<file path="src/rtl/brhz_pkg.sv">
// Shared widths and the per-stage control record of the hazard pipeline.
// Assumes a 32-entry register file with register 0 hard-wired to zero.
package brhz_pkg;
    localparam int REG_W = 5;
    localparam int N_SRC = 2;

    typedef struct packed {
        logic [N_SRC-1:0][REG_W-1:0] src;
        logic [N_SRC-1:0]            need;
        logic [REG_W-1:0]            dst;
        logic                        wr;
        logic                        load;
    } stage_ctl_t;

    localparam stage_ctl_t BUBBLE = '0;
endpackage

</file>
<file path="src/rtl/brhz_match.sv">
// Compares each requested decode source with one later stage's destination.
// Assumes dst 0 is the constant zero register and never a real producer.
module brhz_match
    import brhz_pkg::*;
(
    input  logic [N_SRC-1:0][REG_W-1:0] src,
    input  logic [N_SRC-1:0]            need,
    input  logic [REG_W-1:0]            dst,
    input  logic                        wr,
    output logic [N_SRC-1:0]            hit
);
    logic producer_ok;

    // A stage can only conflict if it really writes a nonzero register.
    always_comb producer_ok = wr && (dst != '0);

    for (genvar i = 0; i < N_SRC; i++) begin : g_src
        // Per-source equality, gated by the request flag.
        always_comb hit[i] = producer_ok && need[i] && (src[i] == dst);
    end
endmodule

</file>
<file path="src/rtl/brhz_detect.sv">
// Hazard decision for a decode-stage branch: stall or forward.
// Assumes execute results are never forwardable to decode in time, and that
// memory-stage load data arrives too late for the branch compare.
module brhz_detect
    import brhz_pkg::*;
(
    input  logic                        clk,
    input  logic                        rst_n,
    input  logic                        mode_fwd,
    input  stage_ctl_t                  dec,
    input  stage_ctl_t                  exe,
    input  stage_ctl_t                  mem,
    output logic                        stall,
    output logic [N_SRC-1:0]            fwd
);
    logic [N_SRC-1:0] ex_hit;
    logic [N_SRC-1:0] mem_hit;
    logic             mem_blocks;

    brhz_match u_ex_match (
        .src  (dec.src),
        .need (dec.need),
        .dst  (exe.dst),
        .wr   (exe.wr),
        .hit  (ex_hit)
    );

    brhz_match u_mem_match (
        .src  (dec.src),
        .need (dec.need),
        .dst  (mem.dst),
        .wr   (mem.wr),
        .hit  (mem_hit)
    );

    // Memory-stage conflicts stall unless forwarding is on and data is ready.
    always_comb mem_blocks = (mem_hit != '0) && (!mode_fwd || mem.load);

    // Final stall: any execute conflict or a blocking memory conflict.
    always_comb stall = (ex_hit != '0) || mem_blocks;

    // Forward selects are only meaningful when the branch proceeds.
    always_comb fwd = (mode_fwd && !stall) ? mem_hit : '0;

    a_r2_ex_stalls: assert property (@(posedge clk) disable iff (!rst_n)
        (ex_hit != '0) |-> stall);
    a_r4_load_stalls: assert property (@(posedge clk) disable iff (!rst_n)
        ((mem_hit != '0) && mem.load) |-> stall);
    a_r5_fwd_no_stall: assert property (@(posedge clk) disable iff (!rst_n)
        (fwd != '0) |-> !stall);
    a_r3_stall_only: assert property (@(posedge clk) disable iff (!rst_n)
        (!mode_fwd && (mem_hit != '0)) |-> (stall && fwd == '0));
endmodule

</file>
<file path="src/rtl/brhz_stage_regs.sv">
// Program counter and fetch/decode, decode/execute, execute/memory registers.
// Assumes a stall freezes fetch and decode and sends a bubble to execute.
module brhz_stage_regs
    import brhz_pkg::*;
#(
    parameter int PC_W    = 32,
    parameter int PC_STEP = 4
) (
    input  logic            clk,
    input  logic            rst_n,
    input  logic            stall,
    input  stage_ctl_t      fetch_ctl,
    output logic [PC_W-1:0] pc,
    output stage_ctl_t      dec,
    output stage_ctl_t      exe,
    output logic            exe_stall,
    output stage_ctl_t      mem
);
    localparam logic [PC_W-1:0] STEP = PC_W'(PC_STEP);

    // Program counter: advance on free cycles, hold on stall.
    always_ff @(posedge clk) begin
        if (!rst_n)      pc <= '0;
        else if (!stall) pc <= pc + STEP;
    end

    // Fetch-to-decode register: capture on free cycles, hold on stall.
    always_ff @(posedge clk) begin
        if (!rst_n)      dec <= BUBBLE;
        else if (!stall) dec <= fetch_ctl;
    end

    // Decode-to-execute record with stall bit; a stall injects a bubble.
    always_ff @(posedge clk) begin
        if (!rst_n) begin
            exe       <= BUBBLE;
            exe_stall <= 1'b0;
        end else begin
            exe       <= stall ? BUBBLE : dec;
            exe_stall <= stall;
        end
    end

    // Execute-to-memory register: always advances.
    always_ff @(posedge clk) begin
        if (!rst_n) mem <= BUBBLE;
        else        mem <= exe;
    end

    a_r8_pc_hold: assert property (@(posedge clk) disable iff (!rst_n)
        (stall && $past(rst_n)) |=> (pc == $past(pc) && dec == $past(dec)));
    a_r9_bubble: assert property (@(posedge clk) disable iff (!rst_n)
        stall |=> (!exe.wr && !exe.load && exe_stall));
    a_r10_advance: assert property (@(posedge clk) disable iff (!rst_n)
        (!stall && $past(rst_n)) |=> (pc == $past(pc) + STEP && !exe_stall));
endmodule

</file>
<file path="src/rtl/brhz_pipe.sv">
// Top: decode-stage branch hazard unit with its stage registers.
// Assumes the instruction source answers combinationally for the current pc.
module brhz_pipe
    import brhz_pkg::*;
#(
    parameter int PC_W = 32
) (
    input  logic             clk,
    input  logic             rst_n,
    input  logic             mode_fwd,
    input  logic [4:0]       f_src_a,
    input  logic [4:0]       f_src_b,
    input  logic             f_need_a,
    input  logic             f_need_b,
    input  logic [4:0]       f_dst,
    input  logic             f_wr,
    input  logic             f_load,
    output logic [PC_W-1:0]  pc,
    output logic             stall,
    output logic             fwd_a,
    output logic             fwd_b,
    output logic             ex_stall,
    output logic             ex_wr,
    output logic [4:0]       ex_dst,
    output logic             mem_wr,
    output logic [4:0]       mem_dst,
    output logic             mem_load
);
    stage_ctl_t       fetch_ctl;
    stage_ctl_t       dec;
    stage_ctl_t       exe;
    stage_ctl_t       mem;
    logic [N_SRC-1:0] fwd;

    // Pack the fetched instruction fields into the stage record.
    always_comb begin
        fetch_ctl.src  = {f_src_b, f_src_a};
        fetch_ctl.need = {f_need_b, f_need_a};
        fetch_ctl.dst  = f_dst;
        fetch_ctl.wr   = f_wr;
        fetch_ctl.load = f_load;
    end

    brhz_stage_regs #(.PC_W(PC_W), .PC_STEP(4)) u_regs (
        .clk       (clk),
        .rst_n     (rst_n),
        .stall     (stall),
        .fetch_ctl (fetch_ctl),
        .pc        (pc),
        .dec       (dec),
        .exe       (exe),
        .exe_stall (ex_stall),
        .mem       (mem)
    );

    brhz_detect u_detect (
        .clk      (clk),
        .rst_n    (rst_n),
        .mode_fwd (mode_fwd),
        .dec      (dec),
        .exe      (exe),
        .mem      (mem),
        .stall    (stall),
        .fwd      (fwd)
    );

    // Expose stage state and forward selects.
    always_comb begin
        fwd_a    = fwd[0];
        fwd_b    = fwd[1];
        ex_wr    = exe.wr;
        ex_dst   = exe.dst;
        mem_wr   = mem.wr;
        mem_dst  = mem.dst;
        mem_load = mem.load;
    end

    a_r6_zero_never: assert property (@(posedge clk) disable iff (!rst_n)
        (exe.dst == '0 && mem.dst == '0) |-> (!stall && fwd == '0));
endmodule

</file>
<file path="config.mk">
export PLATFORM = sky130hd
export DESIGN_NAME = brhz_pipe
export DESIGN_NICKNAME = d
export VERILOG_FILES = /design/src/rtl/brhz_pkg.sv /design/src/rtl/brhz_match.sv /design/src/rtl/brhz_detect.sv /design/src/rtl/brhz_stage_regs.sv /design/src/rtl/brhz_pipe.sv
export SDC_FILE = /design/constraint.sdc
export NUM_CORES = 1
export LEC_CHECK = 0
export ABC_AREA = 1
export BUFFER_PORTS_ARGS = -buffer_cell sky130_fd_sc_hd__buf_2
export CAP_MARGIN = 5
export CORE_MARGIN = 4
export CORE_UTILIZATION = 24
export CTS_BUF_LIST = sky130_fd_sc_hd__clkbuf_4
export DETAILED_ROUTE_END_ITERATION = 10
export PLACE_DENSITY_LB_ADDON = 0.3
export SLEW_MARGIN = 10
export SYNTH_ARGS = -nofsm -noshare
export SYNTH_HDL_FRONTEND = slang
export SYNTH_SLANG_ARGS = --single-unit
</file>
<file path="constraint.sdc">
create_clock -name clk -period 1.5 [get_ports clk]
set_input_delay 0.3 -clock clk [delete_from_list [all_inputs] [get_ports clk]]
set_output_delay 0.3 -clock clk [all_outputs]
set_load 0.02 [all_outputs]
</file>
Yosys cells after proc, flatten, opt, wreduce, memory -nomap -nowiden --
Index checks and enable logic that the tools add are counted.
Word-level totals: bits in registers 66, input bits 22, output and inout bits 49, logic and storage cells 42
Operators by class: $add $sub $neg 1, eq/ne operators 4, mux-type cells 1, bitwise gates (word level) 1, reduce and logical (&&, ||, !) cells 21
Operator list (count):
- 32-bit by 3-bit adder with 32-bit output (second input constant) | 1
- 5-bit equality test | 4
- 1-bit logical AND | 12
- 5-bit nonzero test | 2
- 2-bit nonzero test | 2
- 1-bit zero test | 2
- 1-bit logical OR | 2
- 2-bit 2-to-1 mux | 1
- 2-bit OR reduction | 1
- 1-bit inverter | 1

Depth between registers and ports, before layout --
Gate-level depths: netlist of run 1.
word-level depth 10, mapped depth 13, mapped depth without buffers 12

Hierarchy --
Synthesis of run 1 repeated with hierarchy kept, for this count alone.
Second synthesis, totals: cells, all modules 567, area total of the unflattened synthesis 3847.4 sq um
By module, submodules not included:
- brhz_stage_regs | instances 1, cells an instance 442, area each 3357.0 sq um, seq. area each 1761.7 sq um
- brhz_match | instances 2, cells an instance 57, area each 219.0 sq um, seq. area each 0.0 sq um
- brhz_detect | instances 1, cells an instance 11, area each 52.6 sq um, seq. area each 0.0 sq um

Least setup slack after synthesis of run 1 --
Ideal clock, no wire load.
kind flip-flop to output port, start register, netlist name u_regs.mem[5], end output fwd_a, arrival 1770 ps, data required time 1200 ps, slack -570 ps, cell stages (with the launch flop) 12, buffers on the path 2, cell sequence dfxtp_1 buf_6 nor2_4 nand3_2 nand2_2 inv_2 nand3_1 nand2_2 nand2_4 nand2_4 buf_2 nor3_1
On the way: cells in the longest elaborated chain, start to end 10, elaborated cells on any way between the ends 14, those cells by class eq/ne (2); mux (1); reduce/logical (11)
RTL lines:
- 5-bit nonzero test | line brhz_match.sv:15 | always_comb producer_ok = wr && (dst != '0);
- 1-bit logical AND | line brhz_match.sv:15
- 1-bit logical AND (2 in a row) | line brhz_match.sv:19 | always_comb hit[i] = producer_ok && need[i] && (src[i] == dst);
- 2-bit nonzero test (*) | line brhz_detect.sv:37 | always_comb mem_blocks = (mem_hit != '0) && (!mode_fwd || mem.load);
- 1-bit logical AND (*) | line brhz_detect.sv:37
- 1-bit logical OR (*) | line brhz_detect.sv:40 | always_comb stall = (ex_hit != '0) || mem_blocks;
- via stall | line brhz_pipe.sv:19 | output logic stall,
- 1-bit zero test (*) | line brhz_detect.sv:43 | always_comb fwd = (mode_fwd && !stall) ? mem_hit : '0;
- 1-bit logical AND (*) | line brhz_detect.sv:43
- 2-bit 2-to-1 mux (*) | line brhz_detect.sv:43
- to (decl) | line brhz_pipe.sv:20 | output logic fwd_a,
Mark *: on every way through the listed nets, which the timed path passes. The rest lies on a longest branch.

Final worst setup path of run 1 --
start register, netlist name u_regs.exe[5], end output fwd_b
On the way: cells in the longest elaborated chain, start to end 9, elaborated cells on any way between the ends 13, those cells by class eq/ne (2); mux (1); reduce/logical (10)
RTL lines:
- 5-bit nonzero test | line brhz_match.sv:15
- 1-bit logical AND | line brhz_match.sv:15
- 1-bit logical AND (2 in a row) | line brhz_match.sv:19
- 2-bit nonzero test (*) | line brhz_detect.sv:40
- 1-bit logical OR (*) | line brhz_detect.sv:40
- 1-bit zero test (*) | line brhz_detect.sv:43
- 1-bit logical AND (*) | line brhz_detect.sv:43
- 2-bit 2-to-1 mux (*) | line brhz_detect.sv:43
- to (decl) | line brhz_pipe.sv:21 | output logic fwd_b,
Every way passes the cells marked *; elsewhere a longest branch is shown, timed or not.

==> impl_results.md, run 1 <==
* RSZ-0062 raised after global routing: true
* MaxCap Viol Count at 0
* Layout cells sized above 1 at 0.468
* Clock latency on the worst-skew pair at 0.45 ns
* Fin util at 0.378
* Post-synth EDFFs at 0
* CP required at 1.20 ns
* WP buf/inv at 4
* Post-synth ARST share at 0
* Chip width at 132 µm
* Synthesized area per cell at 6.48 µm²
* Syn Inst Count at 567
* Initial antenna violation count at 2
* Post-synthesis cell type count at 32
* TritonCTS buffer count at 9
* Dpl ws at -0.323 ns
* Hold Buf Count CTS at 0
* Hold path depth at 3
* DR iter-0 viols at 254
* Die Ht at 132 µm
* CP Launch Type: flip-flop
* Failing checks: negative setup slack
* CP max stage cell: dfxtp_4
* Max Clock Skew at 0.0270 ns
* Root buffer cell: clkbuf_4
* Min-delay worst type: input pin to flip-flop
* Hold wc startpoint: f_src_a[0]
* First-pass GRT wire length at 20200 µm
* Synthesis-stage register bit count at 64
* Ys Warns at 0
* Final Critical Period at 2.10 ns
* Multi-input combinational cell area at 2310 µm²
* DR vias at 4052
* Top_reg_cell synth: dfxtp_1
* Crit Reg-Reg Startpoint: u_regs.mem[2]
* Max clock buf depth at 2
* Final Hold Viols at 0
* DR pass1 iterations at 4
* Hold path endpoint: u_regs.dec[9]
* Total global routing overflow at 0
* Sequential cell area at 1360 µm²
* Period utilization at 1.40
* Delay-heaviest family, CP: simple AND/OR/NAND/NOR gates
* Dpl hpwl at 9150 µm
* Drt wl/cell at 14.0 µm
* Cells along the critical path: inv_2 -> nand2_1 -> nand2_1 -> nor2_2 -> nand3_2 -> nand2_2 -> nand2_4 -> nand2_8 -> inv_4 -> nand3_2 -> inv_2 -> buf_6
* Num rows at 44
* Most frequent cells in the layout: nand2_1 (177), buf_4 (79), buf_2 (64)
* CP peak stage delay at 0.40 ns
* Post-synth design cell area at 3670 µm²
* Status: finished, violations left
* R2R Path End: u_regs.pc[7]
* Fin Hold WS at 0.0349 ns
* Worst reg-to-reg path cell count at 13
* Routability cong. at 0.912
* Endpoints failing setup at 59
* R2R setup slack at -0.31 ns
* WP data arrival at 1.80 ns
* Crit. End Element: output port
* Die area at 17400 µm²
* Sequential area share after synthesis at 0.349
* Fmax at 0.477 GHz
* Worst-path fanout max at 5
* Lkg Pwr at 2.56 nW
* Worst Setup Slack, final at -0.597 ns
* CORE AREA at 14800 µm²
* Commonest non-fill, non-tap cell in the layout: nand2_1
* Via density at 4.44
* Htree depth at 3
* Final #Nets at 745
* DRC at 0
* Starting Density at 0.249
* Post-Route WL at 12800 µm
* Layout area overhead at 51.6%
* Pwr Total at 3.37 mW
* Num Clock Sinks at 64
* Final Slew Violations at 0
* GR Util All Layers at 0.143
* Io pins at 71
* Levels on crit path at 12
* Maximum vdd drop at 0.300 mV
* Pin count of the biggest net entering global routing at 41
* Vias in the first global route at 3898
* Clock-pin slew on the worst setup and hold paths at 0.14 ns
* Post-route ant nets at 0
* CTS tree: built
* Setup CP Type: flip-flop to output port
* Pwr Density at 605 nW/µm²
* FILL cells at 1599
* Port Buffer Count at 68
==> cells in the mapped netlist, types with 2 or more instances <==
cell      instances  share of area
xnor2_1           4         0.0095
nand3b_1          9          0.018
nor2_4            2         0.0061
nand4_1           6          0.010
dfxtp_1          64           0.35
nand2_4           3         0.0092
nor2_1           74          0.076
clkbuf_1          6         0.0061
buf_6             4          0.012
nand2_2           2         0.0034
xor2_1            5          0.012
buf_12            3          0.016
nor3_1            2         0.0027
nand2_1         204           0.21
nand3_2          11          0.030
o21ai_0           3         0.0041
nand3_1          52          0.071
buf_4             9          0.018
a21oi_1          28          0.038
buf_2             4         0.0054
a21oi_2          11          0.026
inv_1            48          0.049
inv_2             4         0.0041
==> final cells by class <==
class	instances	area share
Antenna cell	1	0.000449
Clock buffer	9	0.0121
Clock inverter	7	0.00876
Inverter	53	0.0380
Multi-Input combinational cell	424	0.414
Sequential cell	64	0.243
Tap cell	184	0.0413
Timing Repair Buffer	170	0.242
==> worst max path at each step <==
stage	from	to	slack, ns
2_1_floorplan	u_regs.mem[5]	fwd_a	-0.24
3_3_place_gp	u_regs.exe[5]	fwd_b	-0.35
3_5_place_dp	u_regs.exe[5]	fwd_b	-0.32
4_1_cts	u_regs.dec[9]	fwd_b	-0.61
5_1_grt	u_regs.exe[5]	fwd_b	-0.71
6_report	u_regs.exe[5]	fwd_b	-0.60
==> report_power, final <==
part           internal [mW]  switching, mW
logic                  0.217          0.273
clock network          0.335          0.749
registers               1.74         0.0544
==> sequential cells by signal, summed over array words and instances, names as in the netlist <==
signal / cells
u_regs.pc: 30
u_regs.exe: 7
u_regs.dec: 19
u_regs.exe_stall: 1
u_regs.mem: 7
==> stage by stage <==
stage / TNS [ns] / cells / area, µm²
after global placement: -15.07 / 882 / 4790
after global routing: -20.33 / 912 / 5570
after detailed placement: -13.98 / 882 / 4790
after CTS: -13.43 / 909 / 5320
final: -14.26 / 912 / 5570
after floorplan: -0.439 / 568 / 3750
==> logic make-up after synthesis <==
group | after synthesis | synth area share
adder cells (fa/ha/maj) | 1 | 0.00340
flip-flops | 64 | 0.349
XOR/XNOR | 9 | 0.0214
buffers and inverters | 80 | 0.114
other | 1 | 0.00102
AO/OA/AOI/OAI | 44 | 0.0718
AND/OR/NAND/NOR | 368 | 0.440
==> metal layers <==
metal	share of wire	vias to the layer above	GRT usage
met5	0.00055	-	0
met4	0.019	2	0.0519
met3	0.049	17	0.0317
met2	0.47	82	0.231
met1	0.46	1861	0.188
li1	-	2090	-
==> worst min-delay path: cells and delay by family <==
kind                   cells  cell delay [ns]
buffers and inverters      1             0.08
AND/OR/NAND/NOR            2             0.09
==> timing repair <==
item | in CTS | in global routing
endpoints found under the setup margin | 64 | 68
pin swaps | 23 | 17
endpoints found under the hold margin | 0 | 0
gates resized for setup | 89 | 82
buffers inserted | 7 | 5
gates cloned | 4 | 1
No activity file was read; power rests on OpenSTA's default activity.
==> run 2: changes to the inputs <==
Settings changed: CTS_BUF_LIST sky130_fd_sc_hd__clkbuf_4 to sky130_fd_sc_hd__clkbuf_8 sky130_fd_sc_hd__clkbuf_16.
Clock period 1.5 ns to 1.8 ns, I/O delays scaled along.
==> run 2 against run 1 <==
Net effect:
- the flow still finishes with violations (negative setup slack)
- sequential share of layout area up 2.3 points
- cell count decreased by 5.8%
- first-iteration DRC count rose by 9.8%
- register-to-register slack improved by 0.33 ns
- worst setup slack better by 0.36 ns
- final area shrank 11%
- largest cell class unchanged
- clock skew shrank 0.018 ns
- non-clock buffer count fell by 52
- highest routed layer is now met4
==> impl_results.md, run 2 (synthesis results as in run 1) <==
* FILL cells at 1623 (+1.5%)
* Hold wc startpoint: f_dst[0]
* Htree depth at 3 (unchanged)
* Initial antenna violation count at 0 (-2)
* Max reg flops at 30 (unchanged)
* Drt wl/cell at 13.8 µm (-1.4%)
* CP required at 1.44 ns (+0.24 ns)
* Hold Buf Count CTS at 0 (unchanged)
* MaxCap Viol Count at 0 (unchanged)
* Vias in the first global route at 3607 (-7.5%)
* CORE AREA at 14800 µm² (unchanged)
* Crit. End Element: output port
* Combinational power share at 0.092 (-0.053)
* Worst reg-to-reg path cell count at 12 (-1)
* Die area at 17400 µm² (unchanged)
* Delay-heaviest family, CP: simple AND/OR/NAND/NOR gates
* Routability cong. at 0.837 (-8.3%)
* R2R setup slack at 0.02 ns (+0.33 ns)
* Chip width at 132 µm (unchanged)
* Post-route ant nets at 0 (unchanged)
* CP max stage cell: dfxtp_2
* Starting Density at 0.249 (unchanged)
* Psw at 887 µW (-18%)
* Max clock buf depth at 2 (unchanged)
* Port Buffer Count at 68 (unchanged)
* Root buffer cell: clkbuf_16
* Dpl hpwl at 8560 µm (-6.5%)
* Most frequent cells in the layout: nand2_1 (199), nor2_1 (71), buf_2 (65)
* CP peak stage delay at 0.33 ns (-0.07 ns)
* Sw Ratio at 0.242 (-0.0777)
* Setup CP Type: flip-flop to output port
* Cell-internal power at 2.78 mW (+21%)
* Commonest non-fill, non-tap cell in the layout: nand2_1
* Hold path endpoint: u_regs.dec[2]
* Post-Route WL at 11900 µm (-7.2%)
* N_diodes at 0 (-1)
* Final #Nets at 694 (-6.8%)
* Worst Setup Slack, final at -0.238 ns (+0.359 ns)
* Status: finished, violations left
* Via density at 4.43 (-0.22%)
* Final Critical Period at 2.04 ns
* Finished Layout Cells at 859 (-5.8%)
* Hold path depth at 3 (unchanged)
* Failing checks: negative setup slack
* Max Clock Skew at 0.00923 ns (-0.0177 ns)
* Final Slew Violations at 0 (unchanged)
* Seq pwr share at 0.409 (-0.124)
* CP Launch Type: flip-flop
* Final Hold Viols at 0 (unchanged)
* WP data arrival at 1.68 ns (-0.12 ns)
* Post-layout instance area at 4970 µm² (-11%)
* DR pass1 iterations at 4 (unchanged)
* Clk pwr share at 0.499 (+0.177)
* Clock latency on the worst-skew pair at 0.34 ns (-0.11 ns)
* Biggest regs: u_regs.pc (30), u_regs.dec (19)
* Clock-pin slew on the worst setup and hold paths at 0.05 ns (-0.09 ns)
* Period utilization at 1.13
* Maximum vdd drop at 0.422 mV (+41%)
* Most flops, register: u_regs.pc
* Pwr Density at 738 nW/µm² (+22%)
* Min-delay worst type: input pin to flip-flop
* Die Ht at 132 µm (unchanged)
* Crit Reg-Reg Startpoint: u_regs.mem[5]
* CTS tree: built
* DRC at 0 (unchanged)
* WP buf/inv at 2 (-2)
* Layout cells sized above 1 at 0.317 (-0.151)
* Layout area overhead at 35.3%
* Cells along the critical path: buf_6 -> xor2_1 -> nor3_2 -> nand4_1 -> nor3_4 -> buf_6
* First-pass GRT wire length at 18700 µm (-7.5%)
* Inst Count DP at 833 (-5.6%)
* TritonCTS buffer count at 9 (unchanged)
* Fin util at 0.337 (-0.0407)
* Lkg Pwr at 2.31 nW (-9.7%)
* Num Clock Sinks at 64 (unchanged)
* CP dominant cell by count: buf_6
* Pin count of the biggest net entering global routing at 41 (unchanged)
* Num rows at 44 (unchanged)
* DR iter-0 viols at 279 (+9.8%)
* GR Util All Layers at 0.132 (-0.0106)
* RSZ-0062 raised after global routing: true
* Worst-path fanout max at 3 (-2)
* Fmax at 0.491 GHz
* DR vias at 3808 (-6.0%)
* R2R Path End: u_regs.pc[25]
* Total global routing overflow at 0 (unchanged)
* Dpl cell area at 4370 µm² (-8.7%)
* Io pins at 71 (unchanged)
* Multi-input combinational cell area at 2110 µm² (-8.7%)
* Fin Hold WS at 0.217 ns (+0.182 ns)
* Sequential cell area at 1320 µm² (-2.5%)
* Endpoints failing setup at 3 (-95%)
## run 2: power groups by stage
stage	combinational [mW]	clock, mW	sequential, mW
after floorplan	0.178	0	1.53
after global placement	0.303	0	1.53
after detailed placement	0.301	0	1.53
after CTS	0.315	1.87	1.50
after global routing	0.377	1.94	1.50
final	0.336	1.83	1.50
## run 2: metal layers
layer / vias up / routed length, µm / global-route usage
met5: - / 0 / 0
met4: 0 / 155 / 0.0461
met3: 12 / 498 / 0.0309
met2: 80 / 5310 / 0.199
met1: 1728 / 5920 / 0.186
li1: 1988 / - / -
## run 2: through the flow
stage          TNS (ns)  total power [mW]  setup WS [ns]
6_report         -0.651              3.67         -0.238
5_1_grt           -2.01              3.82         -0.343
4_1_cts          -0.741              3.69         -0.262
3_5_place_dp     -0.542              1.83        -0.0810
3_3_place_gp     -0.492              1.83         -0.109
2_1_floorplan  -0.00546              1.71       -0.00546
## run 2: worst max-delay path by stage
stage	start	end	slack, ns	cells past startpoint
floorplan	u_regs.mem[5]	fwd_a	-0.005	11
global placement	u_regs.mem[5]	fwd_b	-0.11	8
detailed placement	u_regs.exe[4]	u_regs.exe[1]	-0.08	9
CTS	u_regs.mem[4]	fwd_a	-0.26	11
global route	u_regs.mem[5]	fwd_b	-0.34	11
finish	u_regs.dec[12]	fwd_a	-0.24	6
## run 2: tightest hold or removal path, delay by kind of cell
kind / cells / cell delay (ns)
buffers and inverters: 1 / 0.08
AND/OR/NAND/NOR: 2 / 0.08
## run 2: layout make-up
type / instances / area share
Clock buffer: 9 / 0.0453
Clock inverter: 6 / 0.0156
Inverter: 53 / 0.0405
Multi-Input combinational cell: 425 / 0.424
Sequential cell: 64 / 0.266
Tap cell: 184 / 0.0463
Timing Repair Buffer: 118 / 0.162
## run 2: what timing repair did
| item | CTS | global route |
|---|---|---|
| cloned | 1 | 2 |
| buffers inserted | 6 | 4 |
| pin swaps | 12 | 14 |
| gates resized for setup | 36 | 27 |
| setup endpoints to repair | 26 | 51 |
